File: src/rtl/spi_flag_pkg.sv
package spi_flag_pkg;
   localparam int unsigned N_TWO_STEP = 2;
   localparam int unsigned IDX_RXF    = 0;
   localparam int unsigned IDX_OVF    = 1;
endpackage

File: src/rtl/spi_flag_ctrl_clr2.sv
// Two-step clear sequencer: remembers a status read that saw the flag set,
// then fires a clear on the next permitted data read.
module spi_flag_ctrl_clr2 (
   input  logic clk,
   input  logic rst_n,
   input  logic active,
   input  logic stat_rd,
   input  logic data_rd,
   input  logic flag,
   output logic clr
);
   logic armed;

   assign clr = active && data_rd && armed;

   always_ff @(posedge clk or negedge rst_n) begin
      if (!rst_n) begin
         armed <= 1'b0;
      end else if (active) begin
         if (clr)
            armed <= 1'b0;
         else if (stat_rd && flag)
            armed <= 1'b1;
      end
   end
endmodule

File: src/rtl/spi_flag_ctrl_tx.sv
// Transmit side: one holding byte plus shifter-busy tracking.
module spi_flag_ctrl_tx #(
   parameter int unsigned DW = 8
) (
   input  logic          clk,
   input  logic          rst_n,
   input  logic          run,
   input  logic          permit,
   input  logic          data_wr,
   input  logic [DW-1:0] wr_byte,
   input  logic          sh_done,
   output logic          tx_empty,
   output logic          sh_start,
   output logic [DW-1:0] sh_tx_byte
);
   logic          busy;
   logic [DW-1:0] hold_q;
   logic          wr_ok;
   logic          free;

   assign wr_ok = permit && data_wr;
   assign free  = !busy || sh_done;

   always_ff @(posedge clk or negedge rst_n) begin
      if (!rst_n) begin
         busy       <= 1'b0;
         tx_empty   <= 1'b1;
         sh_start   <= 1'b0;
         sh_tx_byte <= '0;
         hold_q     <= '0;
      end else begin
         sh_start <= 1'b0;
         if (run) begin
            if (free && wr_ok) begin
               sh_start   <= 1'b1;
               sh_tx_byte <= wr_byte;
               busy       <= 1'b1;
               tx_empty   <= 1'b1;
            end else if (free && !tx_empty) begin
               sh_start   <= 1'b1;
               sh_tx_byte <= hold_q;
               busy       <= 1'b1;
               tx_empty   <= 1'b1;
            end else begin
               if (sh_done)
                  busy <= 1'b0;
               if (wr_ok) begin
                  hold_q   <= wr_byte;
                  tx_empty <= 1'b0;
               end
            end
         end
      end
   end
endmodule

File: src/rtl/spi_flag_ctrl.sv
module spi_flag_ctrl
   import spi_flag_pkg::*;
#(
   parameter int unsigned DW = 8
) (
   input  logic          clk,
   input  logic          rst_n,
   input  logic          stat_rd,
   input  logic          data_rd,
   input  logic          data_wr,
   input  logic [DW-1:0] wr_byte,
   input  logic          rx_ie,
   input  logic          err_ie,
   input  logic          brk_active,
   input  logic          brk_clr_en,
   input  logic          stop_mode,
   input  logic          sh_done,
   input  logic [DW-1:0] sh_rx_byte,
   output logic          tx_empty,
   output logic          rx_full,
   output logic          ovf,
   output logic [DW-1:0] rx_data,
   output logic          irq_rx,
   output logic          irq_err,
   output logic          sh_start,
   output logic [DW-1:0] sh_tx_byte
);
   generate
      if (DW < 1) begin : g_bad_width
         $error("spi_flag_ctrl: DW must be at least 1");
      end
   endgenerate

   logic                  run;
   logic                  permit;
   logic [N_TWO_STEP-1:0] flag_vec;
   logic [N_TWO_STEP-1:0] clr_vec;
   logic                  rx_overrun;

   assign run    = !stop_mode;
   assign permit = run && !(brk_active && !brk_clr_en);

   assign flag_vec[IDX_RXF] = rx_full;
   assign flag_vec[IDX_OVF] = ovf;

   generate
      for (genvar i = 0; i < N_TWO_STEP; i++) begin : g_seq
         spi_flag_ctrl_clr2 u_seq (
            .clk     (clk),
            .rst_n   (rst_n),
            .active  (permit),
            .stat_rd (stat_rd),
            .data_rd (data_rd),
            .flag    (flag_vec[i]),
            .clr     (clr_vec[i])
         );
      end
   endgenerate

   assign rx_overrun = sh_done && rx_full && !clr_vec[IDX_RXF];

   always_ff @(posedge clk or negedge rst_n) begin
      if (!rst_n) begin
         rx_full <= 1'b0;
         ovf     <= 1'b0;
         rx_data <= '0;
      end else if (run) begin
         if (rx_overrun)
            ovf <= 1'b1;
         else if (clr_vec[IDX_OVF])
            ovf <= 1'b0;

         if (sh_done && !rx_overrun) begin
            rx_full <= 1'b1;
            rx_data <= sh_rx_byte;
         end else if (clr_vec[IDX_RXF]) begin
            rx_full <= 1'b0;
         end
      end
   end

   spi_flag_ctrl_tx #(.DW(DW)) u_tx (
      .clk        (clk),
      .rst_n      (rst_n),
      .run        (run),
      .permit     (permit),
      .data_wr    (data_wr),
      .wr_byte    (wr_byte),
      .sh_done    (sh_done),
      .tx_empty   (tx_empty),
      .sh_start   (sh_start),
      .sh_tx_byte (sh_tx_byte)
   );

   assign irq_rx  = rx_full && rx_ie;
   assign irq_err = ovf && err_ie;
endmodule

File: config.mk
export PLATFORM = sky130hd
export DESIGN_NAME = spi_flag_ctrl
export DESIGN_NICKNAME = d
export VERILOG_FILES = /design/src/rtl/spi_flag_pkg.sv /design/src/rtl/spi_flag_ctrl_clr2.sv /design/src/rtl/spi_flag_ctrl_tx.sv /design/src/rtl/spi_flag_ctrl.sv
export SDC_FILE = /design/constraint.sdc
export NUM_CORES = 1
export LEC_CHECK = 0
export BUFFER_PORTS_ARGS = -buffer_cell sky130_fd_sc_hd__buf_2
export CAP_MARGIN = 20
export CORE_AREA = 2 2 50 61
export DETAILED_ROUTE_END_ITERATION = 8
export DIE_AREA = 0 0 52 63
export PLACE_DENSITY_LB_ADDON = 0.2
export REMOVE_ABC_BUFFERS = 1
export SLEW_MARGIN = 25
export SYNTH_ARGS = -nofsm -noshare
export SYNTH_HDL_FRONTEND = slang
export SYNTH_SLANG_ARGS = --single-unit
File: constraint.sdc
create_clock -name clk -period 3 [get_ports clk]
set_input_delay 0.6 -clock clk [delete_from_list [all_inputs] [get_ports clk]]
set_output_delay 0.6 -clock clk [all_outputs]
set_load 0.01 [all_outputs]
==> results_dict.tcl, run 1 <==
set metrics [dict create \
    criticalPathCategory "register to output pin" \
    cts_root_buf "clkbuf_4" \
    gp_congestion 0.695 \
    rsz0062_at_grt "no" \
    critPathMaxFanout 4 \
    drtPass1Iterations 4 \
    setup_tns_ps 0 \
    relSlewSlack_pct 56.0 \
    synth_compound_gate_area_share_pct 15.3 \
    synth.area.mux_share_pct 13.8 \
    skew_ps 9.21 \
    layout-drive-gt1-share_pct 54.4 \
    dp_hpwl_mm 1.90 \
    cts_hold_buf 0 \
    cts_tree "built" \
    cpLargestDelayFamily "flip-flops" \
    initial_core_util_pct 48.2 \
    period_needed_ps 1650 \
    slew_viol_final 0 \
    synth_cell_types 25 \
    antenna_cells 0 \
    cp_num_buf_inv 1 \
    synth_top_area_cell "dfrtp_1" \
    dieArea_sq_um 3280 \
    drc_errors 0 \
    antenna_found_initial 0 \
    synth_area_leaders "dfrtp_1 (58%), mux2_2 (14%), a2bb2oi_1 (5.4%)" \
    crit_cells 1 \
    synth_warnings 0 \
    cp-start-kind "register" \
    post-cts-setup-buffer-count 0 \
    crit_arrival_ps 1050 \
    p_leak_nw 0.767 \
    synth-simple-area-share_pct 10.2 \
    synth_top_area_share_pct 57.5 \
    cts.clk_slew.worst_paths_ps 90 \
    nNetsFinal 173 \
    cts_buffers 5 \
    routedWlPerCell_um 14.6 \
    status "finished, final reports clean" \
    synthAdderAreaFrac_pct 0 \
    cap_violations 0 \
    chipHeight_um 63 \
    hp-class "input pin to async pin" \
    ys_seq_elements 31 \
    io_pins 49 \
    ctsResizeCount 0 \
    grt_pass1_vias 999 \
    yosysSeqAreaShare_pct 59.5 \
    die_x_um 52 \
    synthesis.area_sq_um 1310 \
    tightest_slew_ps 660 \
    ff2ff_path_depth 4 \
    coreArea_sq_um 2710 \
    portBuffers 48 \
    htree_levels 2 \
    clkSinkCount 31 \
    crit_required_ps 2400 \
    max_freq_mhz 605 \
    synth_top_family_by_area "compound AO/OA/AOI/OAI gates" \
    clockBufferDepth 2 \
    power.density_nw_per_um2 799 \
    cpMaxStageDelayCell "dfstp_2" \
    first_iter_violations 21 \
    avgSynthCellArea_sq_um 14.2 \
    setup_viol 0 \
    finalHoldViolCount 0 \
    grt_overflow 0 \
    irDropWorstVdd_uv 408 \
    fin_ws_ps 1350 \
    slowest_delay_ps 580 \
    grt_max_degree 32 \
    synthXorXnorAreaFrac_pct 0 \
    grt.total_usage_pct 18.5 \
    syn-instance-count 92 \
    critPathCaptureType "output pin" \
    vias 972 \
    wl_mm 2.64 \
    rows 21 \
    preCtsSetupSlack_ps 1170 \
    grt_first_pass_wirelength_mm 4.44 \
    vias_per_cell 5.37 \
    ant_nets 0 \
    area_growth_pct 24.5 \
    crit_chain "buf_2" \
    clk-insertion-delay-late_ps 340 \
    min_period_over_period_pct 55.1 \
]
## power by group
| part | leakage (nW) | internal (mW) | switching, mW | total (mW) |
|---|---|---|---|---|
| registers | 0.359 | 0.574 | 0.0877 | 0.662 |
| logic | 0.381 | 0.226 | 0.185 | 0.411 |
| clock network | 0.0265 | 0.0932 | 0.132 | 0.226 |
## layer usage
layer | GRT usage, % | up-vias | wire length (um)
met2 | 28.0 | 32 | 1300
met4 | 11.8 | 0 | 80
li1 | - | 455 | -
met1 | 23.5 | 476 | 1100
met5 | 0 | - | 0
met3 | 3.83 | 9 | 152
## layout by cell type (no fill, tap or decap)
master and count:
buf_2 48, dfrtp_1 30, mux2_2 16, o22ai_1 9, a2bb2oi_1 8, clkbuf_4 5
a31oi_1 4, and2_1 3, clkbuf_1 3, nor2b_4 2, a21o_1 2, nand3_1 2
or2b_1 1, and2b_2 1, nand2_4 1, nor2_2 1, a21boi_4 1, and2b_1 1
nand2_1 1, o21ai_0 1, nand2_2 1, nor2_4 1, and3_2 1, inv_1 1
or2_2 1, a32o_1 1, dfstp_2 1
## flip-flops by register name (all words and copies together) (netlist names)
register / flops
rx_data: 8
u_tx.busy: 1
u_tx.tx_empty: 1
rx_full: 1
ovf: 1
u_tx.sh_tx_byte: 8
u_tx.hold_q: 8
u_tx.sh_start: 1
g_seq.u_seq.armed: 2
## cell families (layout without fill, tap and decap cells)
logic type      Yosys count  count (layout)
compound gates           26              26
mux                      16              16
simple gates             17              17
flops                    31              31
buf+inv                   2              57
## per-stage QoR
step	std cells	instance area, sq um	util, %	hold WS [ps]	power, mW
after floorplan	91	1290	-	304	0.907
after detailed placement	173	1580	58.3	488	1.09
after CTS	181	1630	60.1	301	1.32
after global placement	173	1580	58.3	475	1.07
after global routing	181	1630	60.1	338	1.39
final	181	1630	60.1	284	1.30
## cells in the mapped netlist
cell type  count
and2b_1        1
a21boi_4       1
and3_2         1
nand2_4        1
nand3_1        2
a2bb2oi_1      8
nor2b_4        2
a32o_1         1
dfrtp_1       30
mux2_2        16
o21ai_0        1
and2_1         3
nor2_2         1
dfstp_2        1
or2_2          1
a21o_1         2
or2b_1         1
buf_6          1
nand2_2        1
nand2_1        1
and2b_2        1
nor2_4         1
o22ai_1        9
inv_1          1
a31oi_1        4
## worst paths after layout
path | end | slack [ps] | start
worst max-delay path | tx_empty | 1350 | u_tx.tx_empty
worst min-delay path | u_tx.sh_tx_byte[5] | 280 | rst_n
worst max register to register | u_tx.sh_tx_byte[0] | 1520 | u_tx.busy
worst min register to register | rx_data[5] | 500 | rx_data[5]
max in group asynchronous | rx_data[3] | 2270 | rst_n
min in group clk | rx_data[6] | 490 | sh_rx_byte[6]
## area by class of cell
cell class / count / area, sq um
fillers: 226 / 1080
flip-flops and latches: 31 / 777
multi-input cells: 59 / 513
repair buffers: 48 / 240
clock buffers: 8 / 48.8
well taps: 34 / 42.5
inverters: 1 / 3.75
(Power assumes the default switching activity.)
==> inputs of run 2 (changes only) <==
- CORE_AREA: 2 2 50 61 -> 2 2 52 63
- DIE_AREA: 0 0 52 63 -> 0 0 54 65
- clock period: 3 -> 1.72 ns (I/O delays scaled with it)
==> results_dict.tcl, run 2 (synthesized netlist as in run 1, its figures left out) <==
set metrics [dict create \
    min_period_over_period_pct 82.5 \
    clkSinkCount 31 \
    p_total_mw 2.45 \
    grt_max_degree 32 \
    max_freq_mhz 704 \
    vias 973 \
    drtPass1Iterations 4 \
    relSlewSlack_pct 55.8 \
    htree_levels 2 \
    preCtsSetupSlack_ps 179 \
    first_iter_violations 15 \
    dp_hpwl_mm 1.96 \
    reg2reg_from "g_seq[0].u_seq.armed" \
    cts_buffers 5 \
    dieArea_sq_um 3510 \
    status "finished, final reports clean" \
    grt_first_pass_wirelength_mm 4.26 \
    finish.utilization_pct 56.1 \
    antenna_found_initial 0 \
    mostFrequentLayoutCell "buf_2" \
    rows 22 \
    cp-start-kind "register" \
    p_leak_nw 0.790 \
    hp-class "input pin to async pin" \
    stdcell_count 184 \
    initial_core_util_pct 43.9 \
    layout-drive-gt1-share_pct 56.8 \
    vias_per_cell 5.29 \
    final_cell_mix "buf_2 (48), dfrtp_1 (30), mux2_2 (16)" \
    ctsResizeCount 0 \
    portBuffers 48 \
    criticalPathCategory "register to output pin" \
    largest_registers "rx_data: 8 flops, u_tx.hold_q: 8 flops, u_tx.sh_tx_byte: 8 flops" \
    tightest_slew_ps 663 \
    crit_required_ps 1380 \
    crit_arrival_ps 1080 \
    clk-insertion-delay-late_ps 340 \
    nFillCells 272 \
    period_needed_ps 1420 \
    chipHeight_um 65 \
    die_x_um 54 \
    irDropWorstVdd_uv 984 \
    grt_overflow 0 \
    wl_mm 2.67 \
    ant_nets 0 \
    finalHoldViolCount 0 \
    place_inst 176 \
    area_growth_pct 27.8 \
    cts_root_buf "clkbuf_4" \
    setup_tns_ps 0 \
    critPathCaptureType "output pin" \
    drc_errors 0 \
    place_area_sq_um 1590 \
    critPathMaxFanout 6 \
    skew_ps 13.5 \
    critPathLaunch "rx_full" \
    nNetsFinal 174 \
    cts.clk_slew.worst_paths_ps 110 \
    power.density_nw_per_um2 1470 \
    grt_pass1_vias 977 \
    grt.total_usage_pct 17.3 \
    post-cts-setup-buffer-count 0 \
    final_area_sq_um 1670 \
    routedWlPerCell_um 14.5 \
    setup_viol 0 \
    fin_ws_ps 300 \
    cts_tree "built" \
    clockBufferDepth 2 \
    io_pins 49 \
    cap_violations 0 \
    slew_viol_final 0 \
    gp_congestion 0.771 \
    coreArea_sq_um 2970 \
    ff2ff_path_depth 4 \
    cts_hold_buf 0 \
    antenna_cells 0 \
    rsz0062_at_grt "no" \
    whs_ps 19.0 \
]
## run 2: layer usage
| metal | GRT usage [%] | routed length, um | vias up | share of wire (%) |
|---|---|---|---|---|
| li1 | - | - | 458 | - |
| met1 | 20.4 | 1120 | 466 | 42 |
| met2 | 26.8 | 1300 | 43 | 49 |
| met3 | 7.83 | 213 | 6 | 8.0 |
| met4 | 7.19 | 24 | 0 | 0.90 |
| met5 | 0 | 0 | - | 0 |
## run 2: path summary, 6_finish.rpt
kind / endpoint / slack, ps
max in group asynchronous: u_tx.sh_tx_byte[3] / 1260
worst min-delay path: rx_data[7] / 20
min in group clk: rx_data[1] / 230
worst max-delay path: irq_rx / 300
worst max register to register: rx_data[6] / 370
worst min register to register: rx_data[4] / 510
## run 2: area by class of cell
| class | count | area [sq um] | area share, % |
|---|---|---|---|
| inverter | 1 | 3.75 | 0.225 |
| clock buffer | 5 | 37.5 | 2.25 |
| multi-input combinational | 59 | 513 | 30.8 |
| timing repair buffer | 49 | 248 | 14.9 |
| sequential | 31 | 777 | 46.6 |
| tap | 36 | 45.0 | 2.70 |
| clock inverter | 3 | 43.8 | 2.63 |
## run 2: power by group
group,internal (mW),total [mW],switching (mW)
Sequential,1.00,1.16,0.155
Clock,0.306,0.571,0.265
Combinational,0.398,0.724,0.326
Total,1.70,2.45,0.747
## run 2: critical path: stages, from the launching register on
cell	delay (ps)
dfrtp_1	450
and2_1	160
buf_2	130
